<file path="src/rtl/pic_pkg.sv">
package pic_pkg;

    localparam int unsigned SRC_N = 8;

    // Control write word; bit 4 down to bit 0.
    typedef struct packed {
        logic once_n;   // 0: enable now (one-shot service)
        logic arm_n;    // 0: arm auto-off, 1: cancel it
        logic en;       // 1: enable, 0: disable
        logic flush_n;  // 0: drop all pending requests
        logic rst_n;    // 0: soft reset
    } ctl_word_t;

    localparam int unsigned CTL_W = $bits(ctl_word_t);

endpackage

</file>
<file path="src/rtl/pic_capture.sv">
module pic_capture #(
    parameter int unsigned NSRC = pic_pkg::SRC_N
) (
    input  logic            clk,
    input  logic            rst,
    input  logic            soft_clr,
    input  logic            flush,
    input  logic [NSRC-1:0] irq,
    input  logic [NSRC-1:0] ack_clr,
    output logic [NSRC-1:0] pend
);

    logic [NSRC-1:0] irq_q;
    logic [NSRC-1:0] rise;

    assign rise = irq & ~irq_q;

    always_ff @(posedge clk) begin
        if (rst || soft_clr) begin
            irq_q <= '0;
            pend  <= '0;
        end else begin
            irq_q <= irq;
            if (flush) pend <= '0;
            else       pend <= (pend & ~ack_clr) | rise;
        end
    end

    for (genvar i = 0; i < NSRC; i++) begin : g_chk
        a_r2_edge_latched: assert property (@(posedge clk) disable iff (rst)
            (!soft_clr && !flush && rise[i]) |=> pend[i]);
        a_r7_flush_empties: assert property (@(posedge clk) disable iff (rst)
            (flush && !soft_clr) |=> !pend[i]);
    end

endmodule

</file>
<file path="src/rtl/pic_pick.sv">
module pic_pick #(
    parameter int unsigned NSRC = pic_pkg::SRC_N,
    localparam int unsigned VW  = $clog2(NSRC)
) (
    input  logic [NSRC-1:0] pend,
    output logic            any,
    output logic [VW-1:0]   idx
);

    always_comb begin
        any = |pend;
        idx = '0;
        for (int i = 0; i < NSRC; i++) begin
            if (pend[i]) idx = VW'(i);
        end
    end

    // chosen bit is set and nothing above it is.
    always_comb begin
        if (any) begin
            a_r3_highest_pick: assert ((pend >> idx) == {{(NSRC-1){1'b0}}, 1'b1});
        end
    end

endmodule

</file>
<file path="src/rtl/pic_ctl.sv">
module pic_ctl #(
    parameter int unsigned NSRC = pic_pkg::SRC_N,
    localparam int unsigned VW  = $clog2(NSRC)
) (
    input  logic                clk,
    input  logic                rst,
    input  logic                ctl_we,
    input  pic_pkg::ctl_word_t  ctl_w,
    input  logic                ret_we,
    input  logic                ret_done,
    input  logic                ack,
    input  logic                any,
    input  logic [VW-1:0]       pick_idx,
    output logic                soft_clr,
    output logic                flush,
    output logic [NSRC-1:0]     ack_clr,
    output logic                nmi_n,
    output logic [VW-1:0]       vec,
    output logic                en,
    output logic                arm_n
);

    logic nmi_n_q, en_q, arm_n_q, hold_q;
    logic [VW-1:0] vec_q;
    logic fire, take_ack;

    assign soft_clr = ctl_we && !ctl_w.rst_n;
    assign flush    = ctl_we && ctl_w.rst_n && !ctl_w.flush_n;
    assign take_ack = !nmi_n_q && ack;
    assign fire     = nmi_n_q && en_q && !hold_q && any
                      && !soft_clr && !flush && !ret_we;

    always_comb begin
        for (int i = 0; i < NSRC; i++) begin
            ack_clr[i] = take_ack && (vec_q == VW'(i));
        end
    end

    always_ff @(posedge clk) begin
        if (rst || soft_clr) begin
            nmi_n_q <= 1'b1;
            en_q    <= 1'b0;
            arm_n_q <= 1'b1;
            hold_q  <= 1'b0;
            vec_q   <= '0;
        end else begin
            if (fire) begin
                nmi_n_q <= 1'b0;
                vec_q   <= pick_idx;
            end else if (take_ack) begin
                nmi_n_q <= 1'b1;
            end
            if (fire && !arm_n_q)  en_q <= 1'b0;
            else if (ctl_we)       en_q <= ctl_w.en || !ctl_w.once_n;
            if (ctl_we)            arm_n_q <= ctl_w.arm_n;
            if (ret_we)            hold_q <= 1'b1;
            else if (ret_done)     hold_q <= 1'b0;
        end
    end

    assign nmi_n = nmi_n_q;
    assign vec   = vec_q;
    assign en    = en_q;
    assign arm_n = arm_n_q;

    a_r6_fall_needs_enable: assert property (@(posedge clk) disable iff (rst)
        $fell(nmi_n_q) |-> $past(en_q));
    a_r11_no_fall_in_hold: assert property (@(posedge clk) disable iff (rst)
        $fell(nmi_n_q) |-> !$past(hold_q));
    a_r5_vec_frozen: assert property (@(posedge clk) disable iff (rst)
        (!nmi_n_q && !$past(nmi_n_q)) |-> $stable(vec_q));
    a_r9_auto_off: assert property (@(posedge clk) disable iff (rst)
        ($fell(nmi_n_q) && !$past(arm_n_q)) |-> !en_q);
    a_r4_ack_release: assert property (@(posedge clk) disable iff (rst)
        (!nmi_n_q && ack) |=> nmi_n_q);

endmodule

</file>
<file path="src/rtl/pic_nmi_ctrl.sv">
module pic_nmi_ctrl #(
    parameter int unsigned NSRC = pic_pkg::SRC_N,
    localparam int unsigned VW  = $clog2(NSRC),
    localparam int unsigned CW  = pic_pkg::CTL_W
) (
    input  logic            clk,
    input  logic            rst,
    input  logic [NSRC-1:0] irq_i,
    input  logic            ctl_we,
    input  logic [CW-1:0]   ctl_wdata,
    input  logic            ret_we,
    input  logic            ret_done,
    input  logic            ack,
    output logic            nmi_n,
    output logic [VW-1:0]   vec_o,
    output logic            en_o,
    output logic            arm_n_o
);

    pic_pkg::ctl_word_t ctl_w;
    logic              soft_clr, flush, any;
    logic [NSRC-1:0]   pend, ack_clr;
    logic [VW-1:0]     pick_idx;

    assign ctl_w = pic_pkg::ctl_word_t'(ctl_wdata);

    pic_capture #(.NSRC(NSRC)) u_cap (
        .clk(clk), .rst(rst), .soft_clr(soft_clr), .flush(flush),
        .irq(irq_i), .ack_clr(ack_clr), .pend(pend)
    );

    pic_pick #(.NSRC(NSRC)) u_pick (
        .pend(pend), .any(any), .idx(pick_idx)
    );

    pic_ctl #(.NSRC(NSRC)) u_ctl (
        .clk(clk), .rst(rst), .ctl_we(ctl_we), .ctl_w(ctl_w),
        .ret_we(ret_we), .ret_done(ret_done), .ack(ack),
        .any(any), .pick_idx(pick_idx),
        .soft_clr(soft_clr), .flush(flush), .ack_clr(ack_clr),
        .nmi_n(nmi_n), .vec(vec_o), .en(en_o), .arm_n(arm_n_o)
    );

    // the acknowledged source leaves pending.
    a_r4_ack_retires: assert property (@(posedge clk) disable iff (rst)
        (!nmi_n && ack && !soft_clr && !flush) |=> !pend[$past(vec_o)] || $past(irq_i[vec_o]));

endmodule

</file>
<file path="config.mk">
export PLATFORM = sky130hd
export DESIGN_NAME = pic_nmi_ctrl
export DESIGN_NICKNAME = d
export VERILOG_FILES = /design/src/rtl/pic_pkg.sv /design/src/rtl/pic_capture.sv /design/src/rtl/pic_pick.sv /design/src/rtl/pic_ctl.sv /design/src/rtl/pic_nmi_ctrl.sv
export SDC_FILE = /design/constraint.sdc
export NUM_CORES = 1
export LEC_CHECK = 0
export ABC_AREA = 0
export CAP_MARGIN = 20
export CELL_PAD_IN_SITES_DETAIL_PLACEMENT = 1
export CELL_PAD_IN_SITES_GLOBAL_PLACEMENT = 1
export CORE_ASPECT_RATIO = 1.25
export CORE_UTILIZATION = 37
export CTS_BUF_LIST = sky130_fd_sc_hd__clkbuf_8
export DETAILED_ROUTE_END_ITERATION = 16
export HOLD_SLACK_MARGIN = 0.02
export PLACE_DENSITY = 0.77
export SETUP_SLACK_MARGIN = 0.1
export SLEW_MARGIN = 20
export SYNTH_ARGS = -nofsm -noshare
export SYNTH_HDL_FRONTEND = slang
export SYNTH_HIERARCHICAL = 1
export SYNTH_SLANG_ARGS = --single-unit
</file>
<file path="constraint.sdc">
create_clock -name clk -period 1.55 [get_ports clk]
set_input_delay 0.31 -clock clk [delete_from_list [all_inputs] [get_ports clk]]
set_output_delay 0.31 -clock clk [all_outputs]
set_load 0.01 [all_outputs]
</file>
# Word level (Yosys, flattened, before mapping)
# Cells that the tools add are included.
# W data, S select, Z words.
dict set report classes {
  mux 11
  n_eq_ne 7
  bitwise_logic 5
  reduce_logical 36
}
# operator n
set op_table {}
lappend op_table {{$logic_and A1 B1 Y1} 19}
lappend op_table {{$and A8 B8 Y8} 2}
lappend op_table {{$not A8 Y8} 2}
lappend op_table {{$eq A3 B3 Y1 const B} 4}
lappend op_table {{$mux W3} 4}
lappend op_table {{$logic_not A1 Y1} 9}
lappend op_table {{$or A8 B8 Y8} 1}
lappend op_table {{$reduce_or A8 Y1} 1}
lappend op_table {{$eq A3 B2 Y1 const B} 2}
lappend op_table {{$mux W1} 5}
lappend op_table {{$mux W2} 2}
lappend op_table {{$reduce_bool A2 Y1} 2}
lappend op_table {{$reduce_or A2 Y1} 2}
lappend op_table {{$eq A3 B1 Y1 const B} 1}
lappend op_table {{$logic_not A3 Y1} 1}
lappend op_table {{$logic_or A1 B1 Y1} 2}
dict set report word_totals {
  ff_bits 23
  output_inout_bits 6
}

# Logic depth before layout (Yosys ltp)
dict set report logic_depth {
  ltp_word 8
  depth_mapped 5
  depth_no_buf 5
}

# Cells and area by module
# Netlist, hierarchy kept.
# mod area_per_inst_um2 n_inst cells_per_inst seq_area_each_um2
set by_module_without_submodules {}
lappend by_module_without_submodules {pic_capture 561.8 1 51 320.3}
lappend by_module_without_submodules {pic_ctl 399.1 1 49 140.1}
lappend by_module_without_submodules {pic_pick 66.3 1 12 0.0}

# Worst setup path before layout
# No wires, ideal clock.
dict set report synth_path {
  kind {flip-flop to flip-flop}
  startpoint {reg u_cap.pend[6]}
  endpoint {reg u_ctl.en_q (netlist: u_ctl/en)}
  n_path_buf 0
  arrival_time_ns 1.120
  setup_time_ns 0.141
  stages_incl_launch_ff 6
  path_slack_ns 0.290
  period_less_slack_ns 1.260
  cell_sequence {dfxtp_1 -> nor2_1 -> nand4_1 -> nand3_1 -> nor4b_4 -> a221oi_1}
}
dict set report synth_via {
  elab_chain_cells 7
}
# item line
set synth_rtl {}
lappend synth_rtl {{start: declaration} pic_capture.sv:10} ;# output logic [NSRC-1:0] pend
lappend synth_rtl {{start signal: assignment} pic_capture.sv:25} ;# else pend <= (pend & ~ack_clr) | rise;
lappend synth_rtl {{$reduce_or A8 Y1} pic_pick.sv:11} ;# any = |pend;
lappend synth_rtl {{named net any} pic_nmi_ctrl.sv:21} ;# logic soft_clr, flush, any;
lappend synth_rtl {{$logic_and A1 B1 Y1} pic_ctl.sv:30} ;# assign fire = nmi_n_q && en_q && !hold_q && any
lappend synth_rtl {{$logic_and A1 B1 Y1 (3 in series)} pic_ctl.sv:31} ;# && !soft_clr && !flush && !ret_we;
lappend synth_rtl {{$logic_and A1 B1 Y1} pic_ctl.sv:53} ;# if (fire && !arm_n_q) en_q <= 1'b0;
lappend synth_rtl {{$reduce_or A2 Y1 (no source line)} n/a}
lappend synth_rtl {{end signal: assignment} pic_ctl.sv:54} ;# else if (ctl_we) en_q <= ctl_w.en || !ctl_w.once_n;
lappend synth_rtl {{end: declaration} pic_ctl.sv:23} ;# logic nmi_n_q, en_q, arm_n_q, hold_q;
# The timed path passes the listed nets, and every way through them passes these cells.
# A chain may end at the register's enable or synchronous reset.

# Final worst setup path
dict set report layout_path {
  startpoint {in ack}
  endpoint {reg u_cap.pend[0]}
}
dict set report layout_via {
  elab_chain_cells 5
}
# item line
set layout_rtl {}
lappend layout_rtl {{start: declaration} pic_nmi_ctrl.sv:13} ;# input logic ack,
lappend layout_rtl {{$logic_and A1 B1 Y1} pic_ctl.sv:29} ;# assign take_ack = !nmi_n_q && ack;
lappend layout_rtl {{$logic_and A1 B1 Y1} pic_ctl.sv:35} ;# ack_clr[i] = take_ack && (vec_q == VW'(i));
lappend layout_rtl {{named net ack_clr[0]} pic_nmi_ctrl.sv:22} ;# logic [NSRC-1:0] pend, ack_clr;
lappend layout_rtl {{$not A8 Y8} pic_capture.sv:25}
lappend layout_rtl {{$and A8 B8 Y8} pic_capture.sv:25}
lappend layout_rtl {{$or A8 B8 Y8} pic_capture.sv:25}
# The timed path passes the listed nets, and every way through them passes these cells.

==> impl_metrics.env <==
export IMPL_vias=918
export IMPL_grt_pass1_wl_um=4020
export IMPL_seq_area_frac_synth=0.448
export IMPL_die_y_um=60.9
export IMPL_finalClockSkew_ns=0.00514
export IMPL_critPathArrivalTime_ns=1.54
export IMPL_final_nets=168
export IMPL_ys_warn_count=6
export IMPL_drt_total_wl_um=2590
export IMPL_netlist_instances=112
export IMPL_ir_worst_vdd_v=0.000550
export IMPL_place_gp_congestion=0.759
export IMPL_syn_num_nets=131
export IMPL_wl_per_cell_um=14.2
export IMPL_end_kind="register"
export IMPL_num_fill_cells=314
export IMPL_area_growth_pct=40.8
export IMPL_cpPeakStageDelay_ns=0.48
export IMPL_yosysTopAreaCell="dfxtp_1"
export IMPL_leakage_nw=0.589
export IMPL_port_buffers=24
export IMPL_crit_type="input port to register"
export IMPL_cts_tree="yes"
export IMPL_first_iter_violations=14
export IMPL_htree_levels=1
export IMPL_critPathLaunchType="input port"
export IMPL_row_count=21
export IMPL_grt_pass1_vias=929
export IMPL_hold_class="register to register"
export IMPL_p_per_area_mw_per_mm2=844
export IMPL_preCtsSetupSlack_ns=-0.229
export IMPL_critPathSlowestCell="clkdlybuf4s50_1"
export IMPL_slew_viol_final=0
export IMPL_dpl_cell_count=178
export IMPL_critPathTopFamily="simple AND/OR/NAND/NOR gates"
export IMPL_antennaDiodeCount=0
export IMPL_clkSlewWorstSetupHoldPaths_ns=0.08
export IMPL_rsz0062_at_grt="no"
export IMPL_path_max_fanout=2
export IMPL_post_cts_buffers=0
export IMPL_post_route_period_util=0.885
export IMPL_cp_cell_sequence="clkdlybuf4s50_1, or3b_4, nor3_2, nand2b_4, a21oi_2"
export IMPL_core_mm2=0.00265
export IMPL_start_util=0.387
export IMPL_status="complete, no violations"
export IMPL_netlist_top_cells_area="dfxtp_1 (45%), nand2b_1 (10%), a21oi_2 (7.7%)"
export IMPL_num_io_pins=25
export IMPL_viasPerCell=5.04
export IMPL_crit_required_ns=1.71
export IMPL_hold_violations=0
export IMPL_drive_above_1_share=0.250
export IMPL_fin_cells=182
export IMPL_fmax_mhz=729
export IMPL_netlist_area_leader_share=0.448
export IMPL_grt_overflow_total=0
export IMPL_dr_pass1_iters=4
export IMPL_period_minus_slack_ns=1.37
export IMPL_clockBufferDepth=2
export IMPL_clk_latency_ns=0.27
export IMPL_grt_use_total=0.183
export IMPL_ys_ff_latch=23
export IMPL_dp_hpwl_um=1870
export IMPL_clock_sinks=23
export IMPL_die_area_mm2=0.00299
export IMPL_ant_nets=0
export IMPL_synth_distinct_cells=26
export IMPL_finalSetupViolations=0
export IMPL_fin_ws_ns=0.178
export IMPL_fp_dieW_um=49.1
export IMPL_drc_errors=0
export IMPL_slew_headroom=0.805
export IMPL_grt_max_degree=13
export IMPL_critPathBufInv=1
export IMPL_maxCapViolations=0
export IMPL_cts_made_buffers=3
export IMPL_tightest_slew_ns=0.289
export IMPL_antenna_found_initial=0
export IMPL_syn_area_per_cell_um2=9.17
export IMPL_syn_area_mm2=0.00103
export IMPL_cts_root_buf="clkbuf_8"
cell usage after synthesis:
cell	number
or3_1	1
nor4b_4	1
nor2_1	11
o211ai_1	1
a21oi_2	9
and2_1	8
a221oi_1	1
nand3b_1	1
nor4_1	1
o31ai_2	1
a21oi_1	2
nand2_1	3
mux2i_1	3
nand4_1	1
nand2b_1	17
nand2b_4	1
inv_1	5
or3b_2	1
buf_6	1
o21ai_0	3
dfxtp_1	23
nor3_1	5
inv_2	2
nand3_1	8
o31ai_1	1
and3b_4	1
kinds of logic after synthesis:
kind of cell / Yosys count / share of synthesized area
flops: 23 / 0.448
compound gates: 18 / 0.136
mux: 3 / 0.0292
simple gates: 60 / 0.350
buf+inv: 8 / 0.0365
registers in the layout (all words and copies together) (netlist names):
signal	count
u_cap/irq_q	8
u_cap/pend	8
u_ctl/vec	3
u_ctl/arm_n	1
u_ctl/en	1
u_ctl/hold_q	1
u_ctl/nmi_n	1
where the power goes:
group	internal (W)	switching, W	leakage [nW]
clock network	0.000177	0.000193	0.0269
logic	0.000114	0.0000920	0.371
registers	0.000621	0.0000234	0.191
layout make-up:
class,count,area (µm²),share of cell area
clock buffer,3,41.3,0.0285
clock inverter,1,3.75,0.00260
inverter,7,26.3,0.0182
multi-input combinational,81,549,0.380
sequential,23,472,0.326
tap,34,42.5,0.0294
timing repair buffer,33,312,0.215
worst min-delay path, cell delays in order (launching register included):
cell and delay (ns):
dfxtp_1 0.31, nand2b_1 0.10, a21oi_2 0.05
layout by cell type, fill, tap and decap left out:
cell type	n
dfxtp_1	18
nand2b_1	16
clkdlybuf4s50_1	15
a21oi_2	9
nor2_1	9
buf_4	8
and2_1	8
nand3_1	8
inv_1	6
dlygate4sd2_1	6
nor3_1	4
clkbuf_8	3
dlymetal6s2s_1	3
dfxtp_2	3
nand2_1	3
mux2i_1	3
o21ai_0	3
nor2_2	2
nand2b_4	2
inv_2	2
a21oi_1	2
dfxtp_4	2
or3_1	1
buf_6	1
and3b_4	1
or3b_4	1
nor3_2	1
nand3b_1	1
nor4_1	1
nor4b_4	1
a221oi_1	1
o211ai_1	1
o31ai_1	1
o31ai_2	1
nand4_1	1
through the flow:
step	utilization	TNS [ns]	hold slack [ns]	area (µm²)	total power, W
after global routing	0.545	0	0.500	1450	0.00128
after detailed placement	0.515	-4.10	0.487	1370	0.000863
final	0.545	0	0.488	1450	0.00122
after global placement	0.515	-3.20	0.476	1370	0.000856
after CTS	0.535	0	0.498	1420	0.00122
after floorplan	-	0	0.389	1030	0.000761
timing repair:
| action | CTS | global route |
|---|---|---|
| hold buffers | 0 | 0 |
| setup endpoints to repair | 21 | 13 |
| hold endpoints to repair | 0 | 0 |
| gates resized for setup | 13 | 9 |
| pin swaps | 0 | 1 |
final timing paths:
check | start | end | slack, ns | depth (start not counted)
worst max-delay path | ack | u_cap/pend[0]$_SDFF_PP0_ | 0.18 | 5
worst min-delay path | u_cap/irq_q[5]$_SDFF_PP0_ | u_cap/pend[5]$_SDFF_PP0_ | 0.49 | 2
worst max register to register | u_cap/pend[2]$_SDFF_PP0_ | u_ctl/en$_SDFFE_PP0P_ | 0.20 | 6
worst min register to register | u_cap/irq_q[5]$_SDFF_PP0_ | u_cap/pend[5]$_SDFF_PP0_ | 0.49 | 2
routing by layer:
metal  vias to the layer above  global-route usage  routed length, µm
li1                        451                   -                  -
met1                       437               0.195               1070
met2                        23               0.341               1370
met3                         7              0.0376                 93
met4                         0               0.101                 64
met5                         -                   0                  0
(Power assumes the default switching activity.)
